[src/rtl/wdt_pkg.sv]
package wdt_pkg;
  localparam logic [15:0] KEY_ARM  = 16'h5555;
  localparam logic [15:0] KEY_FIRE = 16'hAAAA;

  localparam logic [2:0] OFS_CTRL = 3'd0;
  localparam logic [2:0] OFS_SVC  = 3'd2;
  localparam logic [2:0] OFS_STAT = 3'd4;

  typedef struct packed {
    logic [7:0] tout;
    logic       m7;
    logic       rst_out;
    logic       en;
    logic       m1;
    logic       m0;
  } ctrl_t;

  function automatic ctrl_t word_to_ctrl(input logic [15:0] w);
    ctrl_t c;
    c.tout    = w[15:8];
    c.m7      = w[7];
    c.rst_out = w[3];
    c.en      = w[2];
    c.m1      = w[1];
    c.m0      = w[0];
    return c;
  endfunction

  function automatic logic [15:0] ctrl_to_word(input ctrl_t c);
    return {c.tout, c.m7, 3'b000, c.rst_out, c.en, c.m1, c.m0};
  endfunction
endpackage

[src/rtl/wdt_ctrl_reg.sv]
module wdt_ctrl_reg
  import wdt_pkg::*;
(
  input  logic  clk_i,
  input  logic  rst_ni,
  input  logic  wr_i,
  input  ctrl_t wr_val_i,
  output ctrl_t ctrl_o,
  output logic  en_start_o
);
  ctrl_t ctrl_q;

  assign en_start_o = wr_i && !ctrl_q.en && wr_val_i.en;
  assign ctrl_o     = ctrl_q;

  always_ff @(posedge clk_i or negedge rst_ni) begin
    if (!rst_ni) begin
      ctrl_q <= '0;
    end else if (wr_i) begin
      ctrl_q.m7      <= wr_val_i.m7;
      ctrl_q.rst_out <= wr_val_i.rst_out;
      ctrl_q.m1      <= wr_val_i.m1;
      ctrl_q.m0      <= wr_val_i.m0;
      if (!ctrl_q.en) ctrl_q.tout <= wr_val_i.tout;  // locked after enable
      if (wr_val_i.en) ctrl_q.en <= 1'b1;            // write-once
    end
  end
endmodule

[src/rtl/wdt_key_seq.sv]
module wdt_key_seq
  import wdt_pkg::*;
(
  input  logic        clk_i,
  input  logic        rst_ni,
  input  logic        svc_wr_i,
  input  logic [15:0] wdata_i,
  output logic        armed_o,
  output logic        reload_o
);
  logic armed_q;

  assign reload_o = svc_wr_i && armed_q && (wdata_i == KEY_FIRE);
  assign armed_o  = armed_q;

  // every service write re-evaluates the armed state
  always_ff @(posedge clk_i or negedge rst_ni) begin
    if (!rst_ni)       armed_q <= 1'b0;
    else if (svc_wr_i) armed_q <= (wdata_i == KEY_ARM);
  end
endmodule

[src/rtl/wdt_countdown.sv]
module wdt_countdown #(
  parameter int unsigned TICKS = 16_000_000,
  parameter int unsigned CNT_W = 8
) (
  input  logic             clk_i,
  input  logic             rst_ni,
  input  logic             en_i,
  input  logic             load_i,
  input  logic [CNT_W-1:0] load_val_i,
  input  logic [CNT_W-1:0] reload_val_i,
  output logic             expire_o
);
  localparam int unsigned PRE_W = (TICKS > 1) ? $clog2(TICKS) : 1;
  localparam logic [PRE_W-1:0] PRE_MAX = PRE_W'(TICKS - 1);

  logic [PRE_W-1:0] pre_q;
  logic [CNT_W-1:0] cnt_q;
  logic             tick;

  assign tick     = (pre_q == PRE_MAX);
  assign expire_o = en_i && !load_i && tick && (cnt_q == '0);

  always_ff @(posedge clk_i or negedge rst_ni) begin
    if (!rst_ni) begin
      pre_q <= '0;
      cnt_q <= '0;
    end else if (load_i) begin
      pre_q <= '0;
      cnt_q <= load_val_i;
    end else if (en_i) begin
      if (tick) begin
        pre_q <= '0;
        cnt_q <= (cnt_q == '0) ? reload_val_i : cnt_q - CNT_W'(1);
      end else begin
        pre_q <= pre_q + PRE_W'(1);
      end
    end
  end
endmodule

[src/rtl/wdt_rst_gen.sv]
module wdt_rst_gen #(
  parameter int unsigned PULSE = 4
) (
  input  logic clk_i,
  input  logic rst_ni,
  input  logic expire_i,
  input  logic rst_out_en_i,
  output logic wdog_rst_o,
  output logic cause_o
);
  localparam int unsigned PW = $clog2(PULSE + 1);

  logic [PW-1:0] len_q;
  logic          cause_q;

  assign wdog_rst_o = (len_q != '0);
  assign cause_o    = cause_q;

  always_ff @(posedge clk_i or negedge rst_ni) begin
    if (!rst_ni) begin
      len_q   <= '0;
      cause_q <= 1'b0;
    end else begin
      if (expire_i) cause_q <= 1'b1;
      if (expire_i && rst_out_en_i) len_q <= PW'(PULSE);
      else if (len_q != '0)         len_q <= len_q - PW'(1);
    end
  end
endmodule

[src/rtl/wdt_keyseq.sv]
module wdt_keyseq
  import wdt_pkg::*;
#(
  parameter int unsigned TICKS_PER_HALF_SECOND = 16_000_000,
  parameter int unsigned RST_PULSE_CYCLES      = 4
) (
  input  logic        clk_i,
  input  logic        rst_ni,
  input  logic        reg_we_i,
  input  logic [2:0]  reg_addr_i,
  input  logic [15:0] reg_wdata_i,
  output logic [15:0] reg_rdata_o,
  output logic        wdog_rst_o
);
  localparam int unsigned TOUT_W = 8;

  ctrl_t             ctrl;
  ctrl_t             wr_val;
  logic              ctrl_wr, svc_wr;
  logic              en_start, reload, armed, expire, cause;
  logic              ctrl_en, ctrl_rst_out;
  logic [TOUT_W-1:0] tout_cur, load_val;

  assign ctrl_wr = reg_we_i && (reg_addr_i == OFS_CTRL);
  assign svc_wr  = reg_we_i && (reg_addr_i == OFS_SVC);
  assign wr_val  = word_to_ctrl(reg_wdata_i);

  assign ctrl_en      = ctrl.en;
  assign ctrl_rst_out = ctrl.rst_out;
  assign tout_cur     = ctrl.tout;
  // enable write loads the timeout carried in that same write
  assign load_val     = en_start ? wr_val.tout : tout_cur;

  wdt_ctrl_reg u_ctrl (
    .clk_i      (clk_i),
    .rst_ni     (rst_ni),
    .wr_i       (ctrl_wr),
    .wr_val_i   (wr_val),
    .ctrl_o     (ctrl),
    .en_start_o (en_start)
  );

  wdt_key_seq u_key (
    .clk_i    (clk_i),
    .rst_ni   (rst_ni),
    .svc_wr_i (svc_wr),
    .wdata_i  (reg_wdata_i),
    .armed_o  (armed),
    .reload_o (reload)
  );

  wdt_countdown #(
    .TICKS (TICKS_PER_HALF_SECOND),
    .CNT_W (TOUT_W)
  ) u_cnt (
    .clk_i        (clk_i),
    .rst_ni       (rst_ni),
    .en_i         (ctrl_en),
    .load_i       (en_start || reload),
    .load_val_i   (load_val),
    .reload_val_i (tout_cur),
    .expire_o     (expire)
  );

  wdt_rst_gen #(
    .PULSE (RST_PULSE_CYCLES)
  ) u_rst (
    .clk_i        (clk_i),
    .rst_ni       (rst_ni),
    .expire_i     (expire),
    .rst_out_en_i (ctrl_rst_out),
    .wdog_rst_o   (wdog_rst_o),
    .cause_o      (cause)
  );

  always_comb begin
    unique case (reg_addr_i)
      OFS_CTRL: reg_rdata_o = ctrl_to_word(ctrl);
      OFS_STAT: reg_rdata_o = {15'b0, cause};
      default:  reg_rdata_o = '0;
    endcase
  end
endmodule

[config.mk]
export PLATFORM = sky130hd
export DESIGN_NAME = wdt_keyseq
export DESIGN_NICKNAME = d
export VERILOG_FILES = /design/src/rtl/wdt_pkg.sv /design/src/rtl/wdt_ctrl_reg.sv /design/src/rtl/wdt_key_seq.sv /design/src/rtl/wdt_countdown.sv /design/src/rtl/wdt_rst_gen.sv /design/src/rtl/wdt_keyseq.sv
export SDC_FILE = /design/constraint.sdc
export NUM_CORES = 1
export LEC_CHECK = 0
export BUFFER_PORTS_ARGS = -buffer_cell sky130_fd_sc_hd__buf_2
export CORE_MARGIN = 4
export CORE_UTILIZATION = 29
export CTS_CLUSTER_DIAMETER = 120
export DETAILED_ROUTE_END_ITERATION = 10
export GPL_ROUTABILITY_DRIVEN = 0
export GPL_TIMING_DRIVEN = 0
export PLACE_DENSITY = 0.44
export SYNTH_ARGS = -nofsm -noshare
export SYNTH_HDL_FRONTEND = slang
export SYNTH_HIERARCHICAL = 1
export SYNTH_SLANG_ARGS = --single-unit
[constraint.sdc]
create_clock -name clk_i -period 3.15 [get_ports clk_i]
set_input_delay 0.63 -clock clk_i [delete_from_list [all_inputs] [get_ports clk_i]]
set_output_delay 0.63 -clock clk_i [all_outputs]
set_load 0.02 [all_outputs]
After elaboration in Yosys (flattened, before gate mapping)
Index checks and enable logic that the tools add are counted.

Register bits after elaboration: 50. Input bits: 22.

Add/sub/neg operators: 3. Equality and inequality tests: 5. Muxes and demuxes: 11. Bitwise logic cells: 1. Reduce and logical (&&, ||, !) cells: 22.

Operator list (number): 24-bit 2-to-1 mux (3); 8-bit 2-to-1 mux (5); 16-bit one-hot mux with 2 select lines (1); 24-bit by 1-bit adder with 24-bit output (second input constant) (1); 24-bit == test (second input constant) (1); 16-bit by 15-bit == test with 1-bit output (second input constant) (1); 16-bit == test (second input constant) (1); 1-bit logical AND (10); 8-bit logical NOT (1); 8-bit by 1-bit subtractor with 8-bit output (second input constant) (1); 3-bit 2-to-1 mux (2); 2-bit AND reduction (3); 2-bit nonzero test (3); 3-bit by 2-bit == test with 1-bit output (second input constant) (1); 3-bit == test (second input constant) (1); 3-bit logical NOT (1); 3-bit nonzero test (1); 3-bit by 1-bit subtractor with 3-bit output (second input constant) (1); 1-bit logical NOT (2); 1-bit logical OR (1); 1-bit NOT (1).

Depth between registers and ports, before layout
Gate-level depths: netlist of the first run.

Depth in word-level cells: 11. Mapped depth: 11.

Modules after synthesis
Netlist of the first run, hierarchy kept.

By module, submodules not included: wdt_countdown (times used 1, cells each 243, area each 2214.6 µm²); wdt_ctrl_reg (times used 1, cells each 29, area each 540.5 µm²); wdt_keyseq (times used 1, cells each 32, area each 254.0 µm²); wdt_rst_gen (times used 1, cells each 17, area each 209.0 µm²); wdt_key_seq (times used 1, cells each 15, area each 146.4 µm²).

Worst setup path before layout of the first run
Ideal clock, no wire load.

Path type: input -> register. Start point: input reg_addr_i[1]. End point: register u_rst.len_q[2]. Setup time: 126 ps. Arrival time: 3301 ps. Path slack: -277 ps. Cell stages on the path: 10. Buffers on the path: 4. Path through: nor4b_1 > nor2b_4 > buf_12 > and2_2 > buf_2 > or2_2 > clkbuf_1 > clkbuf_1 > nor4_1 > a221o_1.

Longest elaborated chain between the ends: 11.

RTL lines: from (decl) (line wdt_keyseq.sv:10) `input logic [2:0] reg_addr_i,`; 3-bit logical NOT (*) (line wdt_keyseq.sv:24) `assign ctrl_wr = reg_we_i && (reg_addr_i == OFS_CTRL);`; 1-bit logical AND (*) (line wdt_keyseq.sv:24); 1-bit logical AND (*) (2 in a row) (line wdt_ctrl_reg.sv:13) `assign en_start_o = wr_i && !ctrl_q.en && wr_val_i.en;`; named net en_start (line wdt_keyseq.sv:20) `logic en_start, reload, armed, expire, cause;`; 1-bit logical OR (*) (line wdt_keyseq.sv:59) `.load_i (en_start || reload),`; 1-bit logical NOT (*) (line wdt_countdown.sv:21) `assign expire_o = en_i && !load_i && tick && (cnt_q == '0);`; 1-bit logical AND (*) (3 in a row) (line wdt_countdown.sv:21); named net expire (line wdt_keyseq.sv:20); 1-bit logical AND (*) (line wdt_rst_gen.sv:25) `if (expire_i && rst_out_en_i) len_q <= PW'(PULSE);`; 3-bit 2-to-1 mux / 2-bit nonzero test (equally long branches); to (signal assigned) (line wdt_rst_gen.sv:25); to (signal assigned) (line wdt_rst_gen.sv:26) `else if (len_q != '0) len_q <= len_q - PW'(1);`; to (decl) (line wdt_rst_gen.sv:13) `logic [PW-1:0] len_q;`.

Mark *: on every way through the listed nets, which the timed path passes. The rest lies on a longest branch. A chain may end at the register's enable or synchronous reset.

Worst setup path in the final report of the first run
Start point: input reg_addr_i[2]. End point: register u_cnt.pre_q[23].

Longest elaborated chain between the ends: 6.

RTL lines: 3-bit logical NOT (*) (line wdt_keyseq.sv:24); 1-bit logical AND (*) (line wdt_keyseq.sv:24); named net ctrl_wr (line wdt_keyseq.sv:19) `logic ctrl_wr, svc_wr;`; 1-bit logical AND (*) (2 in a row) (line wdt_ctrl_reg.sv:13); named net en_start (line wdt_keyseq.sv:20); 1-bit logical OR (*) (line wdt_keyseq.sv:59); 24-bit 2-to-1 mux / 2-bit nonzero test (equally long branches); to (signal assigned) (line wdt_countdown.sv:35) `pre_q <= pre_q + PRE_W'(1);`; to (decl) (line wdt_countdown.sv:16) `logic [PRE_W-1:0] pre_q;`.

Marked as above.

==> results by group, run 1 <==
Detailed routing
  • Via count: 2805
  • # DRC: 0
  • Wire per inst: 17.38 microns
  • DR iter-0 viols: 132
  • DR vias/cell: 5.343
  • WL final: 9124 microns
  • Pre-antenna DRT Iters: 4
  • Post-route ant nets: 0

Timing
  • Shortest period the worst path allows: 2811 ps
  • Final Slew Violations: 0
  • Worst slew margin: 48.54%
  • Actual slew at the worst max-slew pin: 764.9 ps
  • Fmax: 0.3558 GHz
  • Final Hold Viols: 0
  • # setup viols final: 0
  • Tcrit/Tclk final: 89.23%
  • Skew final: 3.840 ps
  • RSZ-0062 raised after global routing: false

Place
  • Post-DP Area: 0.003732 sq mm
  • Placed wire-length estimate: 6626 microns
  • Dpl cells: 516
  • Port Buffers: 35

Final layout
  • Commonest cells after routing, fill and taps aside: 50 x dfrtp_1, 37 x buf_2, 21 x nor2_1
  • Layout Nets: 408
  • Layout cells sized above 1: 27.23%
  • N_diodes: 0
  • Area Overhead vs Synth: 16.44%
  • Design area: 0.003918 sq mm
  • Most common cell after layout, fill and taps aside: dfrtp_1
  • Layout Cells excl Fill: 525

Power and ir drop
  • P_sw: 836.7 uW
  • Part of the power in registers: 44.2%
  • Worst IR Drop VDD: 290.3 uV
  • Combinational Power Share: 31.0%
  • Sw frac: 36.32%
  • Power per cell area: 588.1 mW/mm^2
  • Clk pwr share: 24.8%
  • Leakage power figure: 1.568 nW
  • Power Internal: 1.467 mW

Global route
  • Total congestion overflow: 0
  • First-pass GRT wire length: 14980 microns
  • Largest net degree at the start of global routing: 51
  • Antenna violations before repair: 0
  • GR Util All Layers: 14.12%
  • Vias in the first global route: 2798

Synthesis
  • Seq/Total Area, Yosys: 37.19%
  • Mapped Cells: 336
  • Async S/R FF share, synth: 100.0%
  • Post-synthesis sequential element count: 50
  • Mapped Area: 0.003364 sq mm
  • Dominant synthesized flop cell: dfrtp_1
  • Number of synthesized flops with an enable pin: 0
  • Yosys warns: 6
  • Syn Area/Cell: 10.01 sq um
  • Unique masters post-synth: 76

Die
  • Initial Utilization: 29.59%
  • Core box area: 0.01137 sq mm
  • Die area: 0.01339 sq mm
  • Die Wd: 115.7 microns
  • # rows: 39
  • Die Height: 115.7 microns
  • Top-Level Pins: 39

Run status
  • Status: completed

Worst setup path
  • CP endpoint kind: register
  • RR Startpoint: u_ctrl/ctrl_o[2]
  • Flop-to-flop setup slack: 420 ps
  • Worst r2r path cells: 8
  • Critical Path AT: 3030 ps
  • Startpoint Class: input port
  • WS Path Type: input port to register
  • Worst-path fanout max: 12
  • RR Endpoint: u_rst/len_q[2]
  • Req. time, crit path: 3370 ps

Clock network
  • # clock sinks: 50
  • Clk pin slew, worst setup/hold paths: 70 ps
  • CTS max path bufs: 2
  • CTS buffer count: 5
  • Worst-Skew Late Latency: 290 ps
  • CTS tree: done
  • CTS root buffer: clkbuf_16
  • H-tree depth: 2

Min path
  • Worst Hold Class: input port to asynchronous set/reset pin

Flow run
  • Max Cap Viol: 0
-- stage by stage --
stage | worst slack [ps] | power, mW | utilization (%) | TNS [ps] | hold WS (ps)
after floorplan | 13.51 | 1.517 | - | 0 | 334.4
after global placement | -965.3 | 1.740 | 32.83 | -24110 | 460.8
final | 339.2 | 2.304 | 34.46 | 0 | 374.4
after global routing | 126.6 | 2.476 | 34.46 | 0 | 435.6
after detailed placement | -953.9 | 1.745 | 32.83 | -23540 | 468.1
after CTS | 84.41 | 2.329 | 34.28 | 0 | 484.2
-- cell families after synthesis --
| family | Yosys count | synth area share (%) |
|---|---|---|
| and+or+nand+nor | 154 | 30.83 |
| AOI/OAI and AO/OA | 66 | 15.10 |
| DFF | 50 | 37.19 |
| buffers and inverters | 30 | 4.611 |
| muxes | 23 | 8.479 |
| xor gates and xnor gates | 7 | 1.822 |
| adders and majority gates | 5 | 1.859 |
| other | 1 | 0.1115 |
-- cells in the mapped netlist (6+ instances only) --
| cell type | instances | area (sq um) |
|---|---|---|
| nand2_1 | 17 | 63.81 |
| and3_1 | 7 | 43.79 |
| o21ai_0 | 6 | 30.03 |
| and2_1 | 14 | 87.58 |
| nand2b_1 | 7 | 43.79 |
| mux2_4 | 8 | 120.1 |
| a21oi_1 | 14 | 70.07 |
| nand3_1 | 11 | 55.05 |
| o31ai_1 | 6 | 45.04 |
| dfrtp_1 | 50 | 1251 |
| nand4_1 | 9 | 56.30 |
| inv_1 | 12 | 45.04 |
| buf_4 | 6 | 45.04 |
| nor2_1 | 21 | 78.83 |
| mux2_2 | 12 | 135.1 |
| o311ai_0 | 6 | 52.55 |
| nor4_1 | 6 | 37.54 |
| or3_1 | 8 | 50.05 |
-- worst max-delay path by stage --
stage,from,to,slack (ps),cells after the start
final,reg_addr_i[2],u_cnt/pre_q[23],340,10
after global routing,reg_addr_i[2],u_cnt/pre_q[16],130,10
after CTS,reg_addr_i[1],u_cnt/pre_q[23],80,10
after detailed placement,reg_addr_i[1],u_rst/len_q[2],-950,11
after global placement,reg_addr_i[1],u_rst/len_q[2],-970,11
after floorplan,reg_addr_i[1],u_rst/len_q[2],10,10
-- flip-flops by register name, indices dropped and copies added (netlist names) --
| name | cells |
|---|---|
| u_rst/len_q | 3 |
| u_key/armed_o | 1 |
| u_rst/cause_o | 1 |
| u_ctrl/ctrl_o | 13 |
| u_cnt/cnt_q | 8 |
| u_cnt/pre_q | 24 |
-- layout make-up --
type                    count  area (sq um)
fillers                  1188          7452
flip-flops and latches     50          1251
inverters                  13         50.05
plain buffers              16         103.9
clock buffers               6         138.9
well taps                 143         178.9
multi-input cells         258          1989
clock inverters             2         12.51
repair buffers             37         192.7
-- repair_timing --
| action | CTS | global route |
|---|---|---|
| hold buffers | 0 | 0 |
| setup buffers | 0 | 2 |
| endpoints found under the setup margin | 36 | 7 |
| pin swaps | 0 | 1 |
| gates resized for setup | 4 | 1 |
-- critical path, stage by stage --
cell and delay, ps:
buf_2 140, nor4b_4 360, nor2b_4 230, buf_12 150, and2_2 140, buf_2 210
or2_4 280, o2111ai_4 210, or4_1 540, a21oi_1 150
-- power by group through the flow --
stage | Clock (mW) | Sequential (mW) | Combinational [mW]
floorplan | 0 | 0.964 | 0.553
global placement | 0 | 1.03 | 0.708
detailed placement | 0 | 1.03 | 0.717
CTS | 0.590 | 1.02 | 0.720
global route | 0.615 | 1.05 | 0.807
finish | 0.571 | 1.02 | 0.714
-- layer usage --
layer	vias to the layer above	global-route usage, %	part of all wire (%)
met4	0	3.403	0.71
met2	48	22.49	46
met1	1391	20.08	49
met5	-	0	0
met3	6	2.402	4.5
li1	1360	-	-
No activity file was read; power rests on OpenSTA's default activity.
==> run 2: changes to the inputs <==
--- a/config.mk
+++ b/config.mk
@@ -12,7 +12,7 @@
 export DETAILED_ROUTE_END_ITERATION = 10
 export GPL_ROUTABILITY_DRIVEN = 0
 export GPL_TIMING_DRIVEN = 0
-export PLACE_DENSITY = 0.44
+export PLACE_DENSITY = 0.46
 export SYNTH_ARGS = -nofsm -noshare
 export SYNTH_HDL_FRONTEND = slang
 export SYNTH_HIERARCHICAL = 1
==> constraint.sdc (replaced) <==
create_clock -name clk_i -period 2.5 [get_ports clk_i]
set_input_delay 0.5 -clock clk_i [delete_from_list [all_inputs] [get_ports clk_i]]
set_output_delay 0.5 -clock clk_i [all_outputs]
set_load 0.02 [all_outputs]
==> results by group, run 2 (synthesis results as in run 1) <==
Clock network
  • CTS max path bufs: 2 (unchanged)
  • CTS buffer count: 5 (unchanged)
  • Worst-Skew Late Latency: 290 ps (about the same)
  • Clk pin slew, worst setup/hold paths: 70 ps (about the same)
  • CTS root buffer: clkbuf_16
  • # clock sinks: 50 (unchanged)
  • Cts hold-fix bufs: 0 (unchanged)
  • H-tree depth: 2 (unchanged)
  • CTS tree: done

Final layout
  • Reg area: 0.001252 sq mm (about the same)
  • Design area: 0.003981 sq mm (+1.6%)
  • Layout cells sized above 1: 28.46% (+1.2 points)
  • Layout Nets: 409 (+0.25%)
  • Final Core Density: 35.02% (+0.56 points)
  • N_diodes: 0 (unchanged)
  • Area Overhead vs Synth: 18.33%
  • Commonest cells after routing, fill and taps aside: 49 x dfrtp_1, 38 x buf_2, 21 x nor2_1
  • Largest Register: u_cnt/pre_q
  • Multi-input gate area: 0.002004 sq mm (+0.75%)
  • Fill cells: 1178 (-0.84%)
  • Max reg flops: 24 (unchanged)
  • Most common cell after layout, fill and taps aside: dfrtp_1

Power and ir drop
  • Power per cell area: 751.6 mW/mm^2 (+28%)
  • Power Internal: 1.929 mW (+31%)
  • Clk pwr share: 26.7% (+1.9 points)
  • Combinational Power Share: 30.4% (-0.6 points)
  • Worst IR Drop VDD: 315.7 uV (+8.7%)
  • Leakage power figure: 1.597 nW (+1.9%)
  • P_sw: 1.063 mW (+27%)
  • Part of the power in registers: 42.9% (-1.3 points)
  • Sw frac: 35.53% (-0.78 points)

Global route
  • First-pass GRT wire length: 14970 microns (about the same)
  • Antenna violations before repair: 0 (unchanged)
  • GR Util All Layers: 14.16% (+0.036 points)
  • Vias in the first global route: 2790 (-0.29%)
  • Largest net degree at the start of global routing: 51 (unchanged)
  • Total congestion overflow: 0 (unchanged)

Worst setup path
  • Req. time, crit path: 2720 ps (-650 ps)
  • WS Path Type: input port to register
  • Worst-path fanout max: 9 (-3)
  • Worst-path cell chain: buf_2 > nor4b_4 > nor2b_4 > buf_12 > and2_2 > buf_6 > or2_4 > o211ai_1 > or4_1 > a21oi_1
  • Worst path slowest cell: or4_1
  • Largest stage delay on the critical path: 450 ps (-90 ps)
  • Critical Path AT: 2610 ps (-420 ps)
  • CP endpoint kind: register
  • CP top delay family: simple AND/OR/NAND/NOR gates
  • Buf/Inv on CP: 3 (unchanged)
  • Startpoint Class: input port

Run status
  • Status: completed

Timing
  • Final TNS setup: 0 ps (unchanged)
  • Actual slew at the worst max-slew pin: 1187 ps (+422.4 ps)
  • Shortest period the worst path allows: 2395 ps
  • Skew final: 6.005 ps (+2.165 ps)
  • Hold Slack: 446.5 ps (+72.12 ps)
  • Worst Setup Slack, final: 104.8 ps (-234.4 ps)
  • # setup viols final: 0 (unchanged)
  • Final Hold Viols: 0 (unchanged)
  • Fmax: 0.4175 GHz
  • Worst slew margin: 20.85% (-28 points)
  • Tcrit/Tclk final: 95.81%
  • Final Slew Violations: 0 (unchanged)

Detailed routing
  • Wire per inst: 17.48 microns (+0.56%)
  • DR vias/cell: 5.329 (-0.26%)
  • WL final: 9193 microns (+0.76%)
  • Post-route ant nets: 0 (unchanged)
  • # DRC: 0 (unchanged)
  • DR iter-0 viols: 102 (-23%)
  • Pre-antenna DRT Iters: 4 (unchanged)
  • Via count: 2803 (-0.071%)

Flow run
  • Max Cap Viol: 0 (unchanged)

Die
  • Die Height: 115.7 microns (unchanged)
  • Core box area: 0.01137 sq mm (unchanged)
  • Initial Utilization: 29.59% (unchanged)
  • # rows: 39 (unchanged)
  • Die area: 0.01339 sq mm (unchanged)
  • Die Wd: 115.7 microns (unchanged)
  • Top-Level Pins: 39 (unchanged)

Place
  • Post-DP Area: 0.003770 sq mm (+1.0%)
  • Setup slack at placement: -728.2 ps (+225.7 ps)
  • Placed wire-length estimate: 6636 microns (+0.15%)
  • Port Buffers: 35 (unchanged)

Min path
  • Worst Hold Class: input port to asynchronous set/reset pin
-- run 2: area by class of cell --
cell class                 instances  share of cell area (%)
inverter                          13                   1.288
tap                              143                   4.494
clock inverter                     3                   1.100
sequential                        50                   31.46
clock buffer                       5                   3.143
buffer                            17                   3.394
timing repair buffer              37                   4.777
multi-input combinational        258                   50.35
-- run 2: final timing paths --
path,start,end,slack [ps],cells past startpoint
min in group clk_i,reg_wdata_i[3],u_ctrl/ctrl_o[3],480,2
max in group asynchronous,rst_ni,u_ctrl/ctrl_o[2],1250,1
setup reg to reg,u_ctrl/ctrl_o[2],u_cnt/cnt_q[6],240,9
hold reg to reg,u_rst/cause_o,u_rst/cause_o,490,1
hold / removal,rst_ni,u_ctrl/ctrl_o[3],450,1
setup / recovery,reg_addr_i[2],u_cnt/pre_q[20],100,10
-- run 2: metal layers --
metal / up-vias / wire, microns / track usage (%)
li1: 1374 / - / -
met1: 1376 / 4452 / 19.76
met2: 47 / 4297 / 23.11
met3: 6 / 357 / 2.454
met4: 0 / 86 / 3.094
met5: - / 0 / 0
-- run 2: through the flow --
stage	std cells	total power, mW
floorplan	338	1.913
global placement	516	2.189
detailed placement	516	2.201
CTS	525	3.027
global route	526	3.195
finish	526	2.992
-- run 2: repair_timing --
item / 4_1_cts / 5_1_grt
endpoints found under the hold margin: 0 / 0
endpoints found under the setup margin: 36 / 22
pin swaps: 2 / 2
resized for setup: 6 / 6
setup buffers: 1 / 1
-- run 2: power by group through the flow --
stage | clock [mW] | combinational [mW] | sequential (mW)
floorplan | 0 | 0.698 | 1.21
global placement | 0 | 0.893 | 1.30
detailed placement | 0 | 0.908 | 1.29
CTS | 0.832 | 0.912 | 1.28
global route | 0.863 | 1.01 | 1.33
finish | 0.799 | 0.910 | 1.28
==> run 3: changes to the inputs <==
--- a/config.mk
+++ b/config.mk
@@ -6,6 +6,7 @@
 export NUM_CORES = 1
 export LEC_CHECK = 0
 export BUFFER_PORTS_ARGS = -buffer_cell sky130_fd_sc_hd__buf_2
+export CORE_ASPECT_RATIO = 0.8
 export CORE_MARGIN = 4
 export CORE_UTILIZATION = 29
 export CTS_CLUSTER_DIAMETER = 120
==> results by group, run 3 (synthesis results as in run 1) <==
Power and ir drop
  • Power per cell area: 726.7 mW/mm^2 (-3.3%)
  • P_sw: 1.064 mW (about the same)
  • Combinational Power Share: 31.8% (+1.4 points)
  • Part of the power in registers: 44.2% (+1.3 points)
  • Sw frac: 36.46% (+0.93 points)
  • Clk pwr share: 23.9% (-2.8 points)
  • Worst IR Drop VDD: 470.9 uV (+49%)
  • Leakage power figure: 1.623 nW (+1.6%)
  • Power Internal: 1.854 mW (-3.9%)
  • Power Total: 2.918 mW (-2.5%)

Worst setup path
  • WS Path Type: input port to register
  • Startpoint Class: input port
  • Req. time, crit path: 2720 ps (about the same)
  • CP endpoint kind: register
  • Critical Path AT: 2600 ps (about the same)
  • RR Endpoint: u_rst/len_q[2]
  • Flop-to-flop setup slack: 180 ps (-60 ps)
  • RR Startpoint: u_ctrl/ctrl_o[2]
  • Worst-path fanout max: 5 (-4)
  • Worst r2r path cells: 9 (unchanged)

Final layout
  • Largest Register: u_cnt/pre_q
  • Commonest cells after routing, fill and taps aside: 49 x dfrtp_1, 38 x buf_2, 21 x nor2_1
  • Layout Nets: 414 (+1.2%)
  • Layout cells sized above 1: 29.38% (+0.92 points)
  • Most common cell after layout, fill and taps aside: dfrtp_1
  • Design area: 0.004015 sq mm (+0.85%)
  • N_diodes: 0 (unchanged)
  • Area Overhead vs Synth: 19.34%
  • Max reg flops: 24 (unchanged)
  • Final Core Density: 36.16% (+1.1 points)
  • Fill cells: 1138 (-3.4%)

Clock network
  • CTS max path bufs: 2 (unchanged)
  • CTS root buffer: clkbuf_16
  • Worst-Skew Late Latency: 290 ps (about the same)
  • Cts hold-fix bufs: 0 (unchanged)
  • # clock sinks: 50 (unchanged)
  • H-tree depth: 2 (unchanged)
  • Clk pin slew, worst setup/hold paths: 70 ps (about the same)
  • CTS tree: done
  • CTS buffer count: 5 (unchanged)

Timing
  • RSZ-0062 raised after global routing: false
  • Fmax: 0.4203 GHz (+0.67%)
  • Final Hold Viols: 0 (unchanged)
  • Actual slew at the worst max-slew pin: 1208 ps (+20.80 ps)
  • Tcrit/Tclk final: 95.17% (-0.63 points)
  • # setup viols final: 0 (unchanged)
  • Skew final: 5.073 ps (-0.9318 ps)
  • Final TNS setup: 0 ps (unchanged)
  • Worst slew margin: 19.46% (-1.4 points)
  • Final Slew Violations: 0 (unchanged)
  • Shortest period the worst path allows: 2379 ps (-15.85 ps)

Die
  • Die area: 0.01340 sq mm (about the same)
  • Top-Level Pins: 39 (unchanged)
  • Die Height: 104.3 microns (-9.8%)
  • Core box area: 0.01110 sq mm (-2.3%)
  • Die Wd: 128.4 microns (+11%)
  • # rows: 34 (-13%)
  • Initial Utilization: 30.30% (+0.71 points)

Place
  • Post-DP Area: 0.003771 sq mm (about the same)
  • Port Buffers: 35 (unchanged)
  • Placed wire-length estimate: 6887 microns (+3.8%)

Detailed routing
  • WL final: 9525 microns (+3.6%)
  • Pre-antenna DRT Iters: 4 (unchanged)
  • DR vias/cell: 5.412 (+1.6%)
  • Wire per inst: 17.90 microns (+2.4%)
  • Post-route ant nets: 0 (unchanged)
  • Via count: 2879 (+2.7%)
  • DR iter-0 viols: 165 (+62%)
  • # DRC: 0 (unchanged)

Min path
  • Worst Hold Class: input port to asynchronous set/reset pin

Global route
  • Vias in the first global route: 2902 (+4.0%)
  • Largest net degree at the start of global routing: 51 (unchanged)
  • Antenna violations before repair: 0 (unchanged)
  • First-pass GRT wire length: 15860 microns (+5.9%)
  • Total congestion overflow: 0 (unchanged)
  • GR Util All Layers: 14.79% (+0.63 points)

Run status
  • Status: completed

Flow run
  • Max Cap Viol: 0 (unchanged)
[run 3: routing by layer]
metal  part of all wire [%]  vias up  global-route usage [%]
met5                      0        -                       0
li1                       -     1387                       -
met4                    1.2        0                   4.242
met2                     43       56                   20.89
met1                     52     1429                   22.75
met3                    3.6        7                   2.515
[run 3: how the worst max path moves through the flow]
stage	from	to	slack, ps
after global placement	reg_addr_i[2]	u_cnt/pre_q[3]	-740
final	reg_addr_i[0]	u_cnt/pre_q[20]	120
after CTS	reg_addr_i[1]	u_rst/len_q[2]	30
after floorplan	reg_addr_i[2]	u_rst/len_q[2]	-20
after global routing	reg_addr_i[0]	u_cnt/pre_q[20]	30
after detailed placement	reg_addr_i[2]	u_cnt/pre_q[3]	-750
[run 3: area by class of cell]
type                       count  area, sq um  share of cell area, %
multi-input combinational    258         2021                  50.33
sequential                    50         1252                  31.19
timing repair buffer          42        227.7                  5.672
tap                          144        180.2                  4.487
clock buffer                   7        142.6                  3.553
buffer                        17        135.1                  3.366
inverter                      13        51.30                  1.278
clock inverter                 1        5.005                 0.1246
[run 3: worst max-delay path, stage by stage]
cell and delay, ps:
buf_2 150, nor4b_4 390, nor2b_4 230, buf_12 100, and2_2 140, buf_8 100
or2_4 140, o211ai_1 180, or4_1 510, a21oi_1 140
[run 3: power groups by stage]
stage                     clock network (mW)  registers (mW)  logic, mW
after floorplan                            0            1.21      0.698
after global placement                     0            1.30      0.911
after detailed placement                   0            1.30      0.917
after CTS                              0.734            1.29      0.925
after global routing                   0.769            1.34       1.04
final                                  0.699            1.29      0.929
[run 3: timing repair]
| item | 4_1_cts | 5_1_grt |
|---|---|---|
| pin swaps | 1 | 5 |
| buffers inserted | 1 | 6 |
| setup endpoints to repair | 36 | 21 |
| resized for setup | 8 | 5 |
[run 3: through the flow]
step	worst slack [ps]	cells	hold slack [ps]
detailed placement	-750.6	517	480.7
CTS	27.24	526	464.9
global placement	-741.5	517	461.9
floorplan	-19.93	338	204.4
global route	28.01	532	473.9
finish	120.6	532	438.6
